## config.mk

```make
export PLATFORM = sky130hd
export DESIGN_NAME = burst_seq_top
export DESIGN_NICKNAME = d
export VERILOG_FILES = /design/src/rtl/burst_seq_pkg.sv /design/src/rtl/burst_beat_ctr.sv /design/src/rtl/burst_addr_map.sv /design/src/rtl/burst_seq_top.sv
export SDC_FILE = /design/constraint.sdc
export NUM_CORES = 1
export LEC_CHECK = 0
export ABC_CLOCK_PERIOD_IN_PS = 800
export CORE_ASPECT_RATIO = 0.9
export CORE_UTILIZATION = 36
export CTS_CLUSTER_DIAMETER = 40
export DETAILED_ROUTE_END_ITERATION = 16
export GPL_TIMING_DRIVEN = 0
export PLACE_DENSITY = 0.74
export RECOVER_POWER = 25
export SLEW_MARGIN = 10
export SYNTH_ARGS = -nofsm -noshare
export SYNTH_HDL_FRONTEND = slang
export SYNTH_SLANG_ARGS = --single-unit
```

## constraint.sdc

```tcl
create_clock -name clk -period 0.8 [get_ports clk]
set_input_delay 0.16 -clock clk [delete_from_list [all_inputs] [get_ports clk]]
set_output_delay 0.16 -clock clk [all_outputs]
set_load 0.02 [all_outputs]
```

## src/rtl/burst_seq_pkg.sv

```systemverilog
package burst_seq_pkg;
  typedef enum logic {
    ORD_LINEAR     = 1'b0,
    ORD_INTERLEAVE = 1'b1
  } order_e;
endpackage

```

## src/rtl/burst_beat_ctr.sv

```systemverilog
module burst_beat_ctr #(
  parameter int BEAT_W = 2
) (
  input  logic              clk,
  input  logic              rst,
  input  logic              restart,
  input  logic              step,
  output logic [BEAT_W-1:0] beat,
  output logic              at_last
);
  localparam logic [BEAT_W-1:0] LAST_BEAT = {BEAT_W{1'b1}};

  always_ff @(posedge clk) begin
    if (rst)          beat <= '0;
    else if (restart) beat <= '0;
    else if (step)    beat <= beat + 1'b1;
  end

  assign at_last = (beat == LAST_BEAT);
endmodule

```

## src/rtl/burst_addr_map.sv

```systemverilog
module burst_addr_map
  import burst_seq_pkg::*;
#(
  parameter int BEAT_W = 2
) (
  input  logic [BEAT_W-1:0] start_lo,
  input  logic [BEAT_W-1:0] beat,
  input  order_e            order,
  output logic [BEAT_W-1:0] lo_out
);
  logic [BEAT_W-1:0] xor_lo;
  logic [BEAT_W-1:0] lin_lo;

  function automatic logic [BEAT_W-1:0] wrap_add(input logic [BEAT_W-1:0] a,
                                                 input logic [BEAT_W-1:0] b);
    return a + b;
  endfunction

  genvar g;
  generate
    for (g = 0; g < BEAT_W; g++) begin : g_xor_bit
      assign xor_lo[g] = start_lo[g] ^ beat[g];
    end
  endgenerate

  assign lin_lo = wrap_add(start_lo, beat);

  always_comb begin
    case (order)
      ORD_INTERLEAVE: lo_out = xor_lo;
      default:        lo_out = lin_lo;
    endcase
  end
endmodule

```

## src/rtl/burst_seq_top.sv

```systemverilog
module burst_seq_top
  import burst_seq_pkg::*;
#(
  parameter int ADDR_W = 16,
  parameter int BEAT_W = 2
) (
  input  logic              clk,
  input  logic              rst,
  input  logic              load_i,
  input  logic [ADDR_W-1:0] addr_i,
  input  logic              adv_i,
  input  logic              mode_i,
  output logic [ADDR_W-1:0] addr_o,
  output logic              last_o
);
  localparam int HI_W = ADDR_W - BEAT_W;

  logic [ADDR_W-1:0] base_q;
  order_e            order_q;
  logic [BEAT_W-1:0] beat_w;
  logic [BEAT_W-1:0] lo_w;
  logic              load_evt;
  logic              step_evt;

  assign load_evt = load_i;
  assign step_evt = adv_i & ~load_i;

  always_ff @(posedge clk) begin
    if (rst) begin
      base_q  <= '0;
      order_q <= ORD_INTERLEAVE;
    end else if (load_evt) begin
      base_q  <= addr_i;
      order_q <= order_e'(mode_i);
    end
  end

  burst_beat_ctr #(.BEAT_W(BEAT_W)) ctr_i (
    .clk     (clk),
    .rst     (rst),
    .restart (load_evt),
    .step    (step_evt),
    .beat    (beat_w),
    .at_last (last_o)
  );

  burst_addr_map #(.BEAT_W(BEAT_W)) map_i (
    .start_lo (base_q[BEAT_W-1:0]),
    .beat     (beat_w),
    .order    (order_q),
    .lo_out   (lo_w)
  );

  assign addr_o = {base_q[ADDR_W-1 -: HI_W], lo_w};
endmodule

```

Word-level counts from Yosys, hierarchy flattened

Index checks and enable logic that the tools add are counted.

Word-level logic and storage cells: 12
Bits of input ports: 21
Output and inout port bits: 17
Register bits: 19

Muxes and demuxes: 1
$add $sub $neg: 2
Equal/unequal tests: 1
Bitwise logic cells: 4
Reductions and logical operators: 1

Operator list:

| kind                                        | count |
|---|---|
| adder 2 x 1 -> 2 bit, second input constant | 1 |
| adder 2 bit                                 | 1 |
| == test 2 bit, second input constant        | 1 |
| 2-to-1 mux 2 bit                            | 1 |
| OR reduction 2 bit                          | 1 |
| XOR 1 bit                                   | 2 |
| bitwise AND 1 bit                           | 1 |
| inverter 1 bit                              | 1 |

Logic depth before layout (Yosys ltp)

Gate-level depths: netlist of the first run.

Word-level depth: 2
Mapped depth: 4

Modules after synthesis

From an unflattened synthesis of the first run, not the netlist that was laid out.

Cell total of the unflattened synthesis: 81
Area total of the unflattened synthesis: 858.3 um2

Modules (own cells, without submodules):

| module         | instances | cells each | sequential area each (um2) | area each (um2) |
|---|---|---|---|---|
| burst_seq_top  | 1         | 70         | 340.3                      | 730.7 |
| burst_beat_ctr | 1         | 7          | 40.0                       | 91.3 |
| burst_addr_map | 1         | 4          | 0.0                        | 36.3 |

Worst setup path after synthesis of the first run

Ideal clock, no wire load.

Path type: register -> output
From: reg ctr_i.beat[0]
To: out addr_o[1]
Path buffers: 0
Data arrival time: 0.983 ns
Cell stages (with the launch flop): 4
Path slack: -0.343 ns
Cells stage by stage: dfxtp_1 ha_1 nor2b_1 xnor2_1

Word-level cells in the longest chain between the ends: 2

Ends and longest elaborated chain:

| what                     | line                 | source |
|---|---|---|
| start: declaration       | burst_beat_ctr.sv:8  | `output logic [BEAT_W-1:0] beat,` |
| start signal: assignment | burst_beat_ctr.sv:16 | `else if (step) beat <= beat + 1'b1;` |
| adder 2 bit              | burst_addr_map.sv:16 | `return a + b;` |
| 2-to-1 mux 2 bit         | burst_addr_map.sv:29 | `case (order)` |
| end: declaration         | burst_seq_top.sv:13  | `output logic [ADDR_W-1:0] addr_o,` |

No other way between the ends.

Worst setup path in the final report of the first run

From: reg base_q[0]
To: out addr_o[1]

Word-level cells in the longest chain between the ends: 2

Ends and longest elaborated chain:

| what                     | line                 | source |
|---|---|---|
| start: declaration       | burst_seq_top.sv:18  | `logic [ADDR_W-1:0] base_q;` |
| start signal: assignment | burst_seq_top.sv:33  | `base_q <= addr_i;` |
| adder 2 bit              | burst_addr_map.sv:16 |  |
| 2-to-1 mux 2 bit         | burst_addr_map.sv:29 |  |

No other way between the ends.

==> flow_metrics.env, run 1 <==
export IMPL_status="complete, but fails checks"
export IMPL_violations="negative setup slack"
export IMPL_drtIter0Drc=5
export IMPL_core_area_sq_um=2202
export IMPL_crit_slowest_cell="dfxtp_2"
export IMPL_vias=634
export IMPL_syn_to_final_growth_pct=65.83
export IMPL_synth_cells=81
export IMPL_crit_required_ns=0.64
export IMPL_synthTopCellsByArea="dfxtp_1 (45%), mux2i_1 (20%), buf_4 (12%)"
export IMPL_grt_pass1_wl_um=2746
export IMPL_yosysWarnings=0
export IMPL_syn_cell_area_sq_um=845.8
export IMPL_worst_slack_ns=-0.5753
export IMPL_ant_nets=0
export IMPL_clock_sink_count=19
export IMPL_slew_viol_final=0
export IMPL_drc=0
export IMPL_cts_buffers=3
export IMPL_insertion_delay_ns=0.28
export IMPL_finalSetupViolations=20
export IMPL_yosys_area_top_type_share=0.4497
export IMPL_ys_ff_latch=19
export IMPL_cp_arrival_ns=1.22
export IMPL_clkTransAtPathRegs_ns=0.10
export IMPL_grt_pass1_vias=631
export IMPL_hpwl_um=1230
export IMPL_cpPeakStageDelay_ns=0.37
export IMPL_tightest_slew_ns=0.2664
export IMPL_io_buffers=36
export IMPL_gp_congestion=0.6278
export IMPL_synth_avg_cell_area_sq_um=10.44
export IMPL_period_share=1.719
export IMPL_layout_min_cycle_time_ns=1.375
export IMPL_routed_wl_um=1742
export IMPL_grt_max_degree=11
export IMPL_final_common_cell="buf_6"
export IMPL_die_area_sq_um=2548
export IMPL_pin_count=38
export IMPL_finalHoldViolations=0
export IMPL_ys_seq_area_frac=0.4497
export IMPL_p_leak_nw=0.6370
export IMPL_fp_row_count=16
export IMPL_avgViaCountPerCell=4.342
export IMPL_nFillCells=178
export IMPL_fin_skew_ns=0.0000007772
export IMPL_yosys_area_top_type="dfxtp_1"
export IMPL_cts_hold_buf=0
export IMPL_cts_tree="built"
export IMPL_relSlewSlack=0.8215
export IMPL_fin_util=0.6369
export IMPL_antenna_cells=0
export IMPL_cts_htree_levels=1
export IMPL_wl_per_cell_um=11.93
export IMPL_endpoint_kind="output port"
export IMPL_hold_path_class="primary input to flop"
export IMPL_grt_overflow_total=0
export IMPL_crit_chain="ha_4 -> nor2b_4 -> xnor2_4 -> buf_6"
export IMPL_ys_types=14
export IMPL_drive_above_1_share=0.4958
export IMPL_drt_pass1_iterations=4
export IMPL_nets=143
export IMPL_cts_buffer_depth=2
export IMPL_die_y_um=47.99
export IMPL_most_common_layout_cells="buf_6 (25), clkdlybuf4s50_1 (18), mux2i_1 (17), nor2_1 (16), dfxtp_2 (14)"
export IMPL_grt_setup_unrepaired="true"
export IMPL_max_freq_ghz=0.7271
export IMPL_critPathMaxFanout=2
export IMPL_die_w_um=53.10
export IMPL_clock_root_buffer="clkbuf_4"
export IMPL_start_util=0.3841
export IMPL_setup_tns_ns=-3.982
export IMPL_ir_drop_mv=1.174
export IMPL_pre_cts_ws_ns=-0.8036
export IMPL_critPathLaunchType="flop"
export IMPL_criticalPathCategory="flop to output port"
export IMPL_syn_nets=104
export IMPL_cap_violations=0
export IMPL_power_density_nw_per_um2=1457
export IMPL_grtUsageTotal=0.1550
export IMPL_grt_antenna_before_repair=0
## power breakdown
part           internal [mW]  leakage [nW]  switching [mW]  total [mW]
combinational          0.338         0.460           0.197       0.534
sequential              1.01         0.162          0.0426        1.05
clock                  0.194        0.0150           0.266       0.459
total                   1.54         0.637           0.505        2.04
## routing by layer
metal	track usage	vias to the layer above	part of all wire
li1	-	322	-
met1	0.1966	293	0.44
met2	0.2608	17	0.51
met3	0.02222	2	0.032
met4	0.07895	0	0.0080
met5	0	-	0
## timing repair
item	4_1_cts	5_1_grt
endpoints found under the setup margin	36	27
setup buffers	5	3
endpoints found under the hold margin	0	0
gates cloned	1	0
pin swaps	1	0
gates resized for setup	137	4
## synth_stat cells
library cell / n
dfxtp_1: 19
mux2i_1: 17
nor2_1: 16
buf_4: 14
xnor2_1: 3
buf_2: 2
ha_1: 2
nor3_1: 2
a211o_1: 1
and2b_2: 1
buf_12: 1
buf_6: 1
clkbuf_1: 1
nor2b_1: 1
## worst max-delay path, delay by kind of cell, from the launching register on
| kind | cells | cell delay (ns) |
|---|---|---|
| simple gates | 1 | 0.17 |
| flops | 1 | 0.37 |
| fa+ha+maj | 1 | 0.13 |
| xor+xnor | 1 | 0.12 |
| buf+inv | 1 | 0.13 |
## cell type report
cell class	count	area (sq um)	area share
Timing Repair Buffer	44	469.2	0.3345
Sequential cell	19	401.6	0.2864
Clock buffer	4	26.28	0.01873
Tap cell	27	33.78	0.02409
Buffer	9	97.59	0.06958
Multi-Input combinational cell	43	374.1	0.2667
## flip-flops by register name, summed over array words and instances, names as in the netlist
| register | cells |
|---|---|
| base_q | 16 |
| order_q | 1 |
| ctr_i.beat | 2 |
## stage by stage
stage                     instance area [sq um]  instances  hold slack, ns  power [mW]
final                                      1403        146          0.1701       2.044
after global routing                       1403        146          0.1594       2.174
after CTS                                  1493        153          0.1532       2.118
after detailed placement                   1299        144          0.4731       1.563
after global placement                     1299        144          0.4646       1.552
after floorplan                           904.6         81          0.2823       1.342
## path summary, 6_finish.rpt
check,slack (ns),from,end,depth (start not counted)
setup / recovery,-0.58,base_q[0],addr_o[1],4
hold / removal,0.17,rst,base_q[6],2
setup reg to reg,-0.34,ctr_i.beat[0],ctr_i.beat[1],5
hold reg to reg,0.50,base_q[8],base_q[8],2
## kinds of logic (layout without fill, tap and decap cells)
logic type	Yosys count	count (layout)	synth area share
simple gates	20	20	0.1006
flops	19	19	0.4497
buf+inv	19	57	0.1775
mux	17	17	0.2012
xor+xnor	3	3	0.03107
fa+ha+maj	2	2	0.02958
compound gates	1	1	0.01036
Note: power is estimated with default switching activity, not from simulation.
==> run 2, diff against run 1 <==
--- a/config.mk
+++ b/config.mk
@@ -11,7 +11,7 @@
 export CTS_CLUSTER_DIAMETER = 40
 export DETAILED_ROUTE_END_ITERATION = 16
 export GPL_TIMING_DRIVEN = 0
-export PLACE_DENSITY = 0.74
+export PLACE_DENSITY_LB_ADDON = 0.05
 export RECOVER_POWER = 25
 export SLEW_MARGIN = 10
 export SYNTH_ARGS = -nofsm -noshare
==> run 2 against run 1 <==
Compared with the run above:
- the flow still finishes with violations (negative setup slack)
- via count rose by 0.32%
- total power rose by 2.0%
- register-to-register slack better by 0.03 ns
- die area unchanged
- sequential cell count unchanged
- first-iteration DRC count is 40% lower
- sequential power is essentially flat
- sequential share of layout area shrank 0.82 points
- global-route usage is 0.44 points higher
- combinational power up 4.9%
- core utilization increased by 1.9 points
- largest power group unchanged
==> flow_metrics.env, run 2 (same netlist as run 1, synthesis figures left out) <==
export IMPL_pin_count=38
export IMPL_endpoint_kind="output port"
export IMPL_cts_hold_buf=0
export IMPL_criticalPathCategory="flop to output port"
export IMPL_crit_required_ns=0.64
export IMPL_clock_sink_count=19
export IMPL_clock_root_buffer="clkbuf_4"
export IMPL_drt_pass1_iterations=2
export IMPL_grt_antenna_before_repair=0
export IMPL_grtUsageTotal=0.1594
export IMPL_fin_area_sq_um=1444
export IMPL_io_buffers=36
export IMPL_die_w_um=53.10
export IMPL_status="complete, but fails checks"
export IMPL_layout_min_cycle_time_ns=1.405
export IMPL_nets=144
export IMPL_gp_congestion=0.5892
export IMPL_start_util=0.3841
export IMPL_finalSetupViolations=20
export IMPL_p_total_mw=2.084
export IMPL_relSlewSlack=0.8295
export IMPL_cts_buffer_depth=2
export IMPL_routed_wl_um=1725
export IMPL_setup_tns_ns=-4.149
export IMPL_largest_registers="base_q: 16 flops, ctr_i.beat: 2 flops, order_q: 1 flops"
export IMPL_critPathLaunchType="flop"
export IMPL_insertion_delay_ns=0.30
export IMPL_die_area_sq_um=2548
export IMPL_grt_max_degree=12
export IMPL_largest_register_ffs=16
export IMPL_ant_nets=0
export IMPL_worst_slack_ns=-0.6055
export IMPL_fin_skew_ns=0.0001333
export IMPL_hold_path_class="primary input to flop"
export IMPL_nFillCells=180
export IMPL_core_area_sq_um=2202
export IMPL_cts_tree="built"
export IMPL_drtIter0Drc=3
export IMPL_top_register="base_q"
export IMPL_ir_drop_mv=1.298
export IMPL_avgViaCountPerCell=4.327
export IMPL_cap_violations=0
export IMPL_cts_htree_levels=1
export IMPL_antenna_cells=0
export IMPL_grt_pass1_wl_um=2642
export IMPL_period_share=1.757
export IMPL_power_density_nw_per_um2=1444
export IMPL_vias=636
export IMPL_grt_pass1_vias=595
export IMPL_violations="negative setup slack"
export IMPL_finalHoldViolations=0
export IMPL_drc=0
export IMPL_wl_per_cell_um=11.73
export IMPL_dpl_instance_area_sq_um=1299
export IMPL_pre_cts_ws_ns=-0.7713
export IMPL_slew_viol_final=0
export IMPL_max_freq_ghz=0.7115
export IMPL_grt_setup_unrepaired="true"
export IMPL_p_leak_nw=0.6505
export IMPL_syn_to_final_growth_pct=70.71
export IMPL_final_common_cell="buf_6"
export IMPL_grt_overflow_total=0
export IMPL_most_common_layout_cells="buf_6 (25), clkdlybuf4s50_1 (18), nor2_1 (16), mux2i_1 (15), dfxtp_2 (14)"
export IMPL_cts_buffers=3
export IMPL_die_y_um=47.99
export IMPL_drive_above_1_share=0.5250
export IMPL_hpwl_um=1220
export IMPL_fp_row_count=16
export IMPL_tightest_slew_ns=0.2546
export IMPL_clkTransAtPathRegs_ns=0.11
export IMPL_cp_arrival_ns=1.25
export IMPL_critPathMaxFanout=2
run 2: cell count changes in the layout (fill, tap and decap cells not counted), sizes merged:
cell,previous run,this run
buf,33,34
clkbuf,5,4
clkinv,0,1
run 2: per-stage QoR:
step | hold slack, ns | utilization | instances
after floorplan | 0.2823 | - | 81
after global placement | 0.4647 | 0.5898 | 144
after detailed placement | 0.4645 | 0.5898 | 144
after CTS | 0.1315 | 0.6784 | 152
after global routing | 0.1197 | 0.6557 | 147
final | 0.1317 | 0.6557 | 147
run 2: metal layers:
layer  up-vias  GRT usage  routed length (um)
met3         2    0.06667                 105
met4         0    0.04737                  14
met2        21     0.2835                 910
met5         -          0                   0
li1        329          -                   -
met1       284     0.1768                 695
run 2: final cells by class:
type                            count  area, sq um  area share
Buffer                              9        97.59     0.06759
Clock buffer                        3        22.52     0.01560
Clock inverter                      1        5.005    0.003466
Multi-Input combinational cell     43        381.6      0.2643
Sequential cell                    19        401.6      0.2782
Tap cell                           27        33.78     0.02340
Timing Repair Buffer               45        501.7      0.3475
run 2: report_power, final:
group / switching (mW) / total, mW / internal, mW
logic: 0.203 / 0.560 / 0.358
clock network: 0.288 / 0.475 / 0.186
registers: 0.0423 / 1.05 / 1.01
total: 0.533 / 2.08 / 1.55
run 2: critical path: stages (launching register included):
cell     delay (ns)
dfxtp_2        0.37
ha_4           0.13
nor2b_4        0.18
xnor2_4        0.13
buf_6          0.13
run 2: what timing repair did:
item / CTS / global route
setup buffers: 5 / 3
pin swaps: 1 / 3
gates resized for setup: 134 / 7
setup endpoints to repair: 36 / 27
gates cloned: 1 / 0
run 2: worst paths after layout:
check / from / to / slack [ns] / cells past startpoint
worst max-delay path: base_q[0] / addr_o[1] / -0.61 / 4
worst min-delay path: rst / base_q[15] / 0.13 / 2
worst max register to register: ctr_i.beat[0] / ctr_i.beat[1] / -0.31 / 5
worst min register to register: base_q[2] / base_q[2] / 0.50 / 2
==> run 3, diff against run 2 <==
--- a/config.mk
+++ b/config.mk
@@ -5,15 +5,16 @@
 export SDC_FILE = /design/constraint.sdc
 export NUM_CORES = 1
 export LEC_CHECK = 0
+export ABC_AREA = 1
 export ABC_CLOCK_PERIOD_IN_PS = 800
 export CORE_ASPECT_RATIO = 0.9
-export CORE_UTILIZATION = 36
+export CORE_UTILIZATION = 37
 export CTS_CLUSTER_DIAMETER = 40
 export DETAILED_ROUTE_END_ITERATION = 16
 export GPL_TIMING_DRIVEN = 0
-export PLACE_DENSITY_LB_ADDON = 0.05
+export PLACE_DENSITY = 0.77
 export RECOVER_POWER = 25
-export SLEW_MARGIN = 10
+export SLEW_MARGIN = 30
 export SYNTH_ARGS = -nofsm -noshare
 export SYNTH_HDL_FRONTEND = slang
 export SYNTH_SLANG_ARGS = --single-unit
==> run 3 against run 2 <==
Compared with the run above:
- the flow still finishes with violations (negative setup slack)
- critical endpoint unchanged
- total power down 2.3%
- die area grew 2.8%
- fmax is 3.6% higher
==> flow_metrics.env, run 3 <==
export IMPL_status="complete, but fails checks"
export IMPL_violations="negative setup slack"
export IMPL_most_common_layout_cells="nor2_1 (24), buf_6 (18), clkdlybuf4s50_1 (18), o21ai_0 (15), dfxtp_2 (13)"
export IMPL_slew_viol_final=0
export IMPL_ys_types=18
export IMPL_synth_compound_area_frac=0.1217
export IMPL_core_area_sq_um=2222
export IMPL_muxShareOfSynthArea=0
export IMPL_drtIter0Drc=16
export IMPL_die_area_sq_um=2619
export IMPL_syn_to_final_growth_pct=44.34
export IMPL_final_common_cell="nor2_1"
export IMPL_ir_drop_mv=1.001
export IMPL_max_freq_ghz=0.7374
export IMPL_crit_slowest_cell="dfxtp_4"
export IMPL_relSlewSlack=0.8935
export IMPL_synth_xor_area_frac=0
export IMPL_nFillCells=221
export IMPL_synth_simple_area_share=0.2196
export IMPL_synthMostInstantiatedCell="nor2_1"
export IMPL_critPathLaunchType="flop"
export IMPL_synthArstFlopShare=0
export IMPL_cts_buffers=3
export IMPL_p_int_mw=1.485
export IMPL_avgViaCountPerCell=4.611
export IMPL_crit_required_ns=0.64
export IMPL_ys_ff_latch=19
export IMPL_swShare=0.2706
export IMPL_hold_path_class="primary input to flop"
export IMPL_fin_skew_ns=0.00001590
export IMPL_yosysWarnings=0
export IMPL_clkTransAtPathRegs_ns=0.10
export IMPL_fp_row_count=16
export IMPL_ys_seq_area_frac=0.4252
export IMPL_pin_count=38
export IMPL_endpoint_kind="output port"
export IMPL_tightest_slew_ns=0.1581
export IMPL_period_share=1.695
export IMPL_die_y_um=48.65
export IMPL_grt_antenna_before_repair=0
export IMPL_register_area_sq_um=404.1
export IMPL_clock_sink_count=19
export IMPL_grt_max_degree=11
export IMPL_syn_nets=136
export IMPL_cts_buffer_depth=2
export IMPL_gp_congestion=0.6852
export IMPL_yosys_area_top_type_share=0.4252
export IMPL_place_inst=176
export IMPL_finalSetupViolations=18
export IMPL_p_leak_nw=0.5570
export IMPL_criticalPathCategory="flop to output port"
export IMPL_clock_root_buffer="clkbuf_4"
export IMPL_nets=164
export IMPL_cts_tree="built"
export IMPL_synth_top_family_by_area="simple AND/OR/NAND/NOR gates"
export IMPL_largest_registers="base_q: 16 flops, ctr_i.beat: 2 flops, order_q: 1 flops"
export IMPL_netlist_top_cells_count="nor2_1 (25), dfxtp_1 (19), o21ai_0 (15)"
export IMPL_routed_wl_um=1960
export IMPL_multi_input_area_sq_um=354.1
export IMPL_setup_tns_ns=-3.134
export IMPL_largest_register_ffs=16
export IMPL_synthTopCellsByArea="dfxtp_1 (43%), buf_4 (12%), nor2_1 (10%)"
export IMPL_seqPwrFrac=0.523
export IMPL_cpPeakStageDelay_ns=0.38
export IMPL_p_clk_frac=0.230
export IMPL_grt_pass1_vias=816
export IMPL_worst_slack_ns=-0.5561
export IMPL_start_util=0.4026
export IMPL_insertion_delay_ns=0.29
export IMPL_layout_min_cycle_time_ns=1.356
export IMPL_crit_chain="ha_4 -> inv_2 -> nor2_2 -> nand3_1 -> nand2_1 -> inv_2 -> buf_6"
export IMPL_top_register="base_q"
export IMPL_finalHoldViolations=0
export IMPL_grt_setup_unrepaired="true"
export IMPL_synthAdderAreaFrac=0.02797
export IMPL_synth_ff_type="dfxtp_1"
export IMPL_io_buffers=36
export IMPL_grt_pass1_wl_um=3277
export IMPL_drive_above_1_share=0.4143
export IMPL_grtUsageTotal=0.1711
export IMPL_grt_overflow_total=0
export IMPL_fin_cells=167
export IMPL_crit_path_frequent_cell="inv_2"
export IMPL_vias=770
export IMPL_synth_avg_cell_area_sq_um=7.917
export IMPL_synth_cells=113
export IMPL_antenna_cells=0
export IMPL_ant_nets=0
export IMPL_die_w_um=53.83
export IMPL_wl_per_cell_um=11.74
export IMPL_cts_htree_levels=1
export IMPL_net_switching_power_uw=550.9
export IMPL_drc=0
export IMPL_power_density_nw_per_um2=1577
export IMPL_hpwl_um=1451
export IMPL_critPathMaxFanout=3
export IMPL_synth_edf_count=0
export IMPL_syn_cell_area_sq_um=894.6
export IMPL_yosys_area_top_type="dfxtp_1"
export IMPL_cp_arrival_ns=1.20
export IMPL_cap_violations=0
export IMPL_comb_power_share=0.247
export IMPL_drt_pass1_iterations=4
## run 3: stage by stage
stage                     setup slack, ns  area, sq um  total power [mW]    util  hold WS, ns
after floorplan                   -0.1113        920.9             1.377       -       0.2467
after detailed placement          -0.6617         1315             1.628  0.5918       0.4718
after global placement            -0.6552         1315             1.616  0.5918       0.4612
final                             -0.5561         1291             2.036  0.5811       0.1752
after CTS                         -0.5645         1376             2.128  0.6194       0.1552
after global routing              -0.6787         1291             2.171  0.5811       0.1888
## run 3: layout make-up
type	instances	share of cell area
repair buffers	38	0.3062
flip-flops and latches	19	0.3130
multi-input cells	68	0.2742
inverters	7	0.02616
well taps	27	0.02616
clock buffers	4	0.02035
plain buffers	4	0.03391
## run 3: final timing paths
path	startpoint	end	slack (ns)	cells past startpoint
max	ctr_i.beat[0]	addr_o[1]	-0.56	7
max reg2reg	ctr_i.beat[0]	ctr_i.beat[1]	-0.21	4
min reg2reg	base_q[15]	base_q[15]	0.50	2
min	load_i	ctr_i.beat[0]	0.18	4
## run 3: cells by family (layout without fill, tap and decap cells)
logic type               after synthesis  in the layout
AO/OA/AOI/OAI                         21             21
adder cells (fa/ha/maj)                2              2
buffers and inverters                 26             53
flip-flops                            19             19
AND/OR/NAND/NOR                       45             45
## run 3: per-layer routing
metal  global-route usage  vias to the layer above  wire length, um
li1                     -                      395                -
met1               0.1880                      346              799
met2               0.3004                       29              999
met3              0.04403                        0              161
met4              0.06579                        0                0
met5                    0                        -                0
## run 3: timing repair
item,CTS,global route
gates resized for setup,130,2
hold buffers,0,0
pin swaps,2,5
setup buffers,1,1
setup endpoints to repair,28,19
## run 3: power groups by stage
stage                     Combinational [mW]  Sequential (mW)  Clock (mW)
final                                  0.503             1.06       0.469
after CTS                              0.568             1.06       0.498
after detailed placement               0.558             1.07           0
after global routing                   0.549             1.08       0.544
after global placement                 0.549             1.07           0
after floorplan                        0.316             1.06           0
## run 3: critical path: cells and delay by family, from the launching register on
| kind | cells | cell delay (ns) |
|---|---|---|
| and+or+nand+nor | 3 | 0.21 |
| adders and majority gates | 1 | 0.13 |
| buffers and inverters | 3 | 0.19 |
| DFF | 1 | 0.38 |
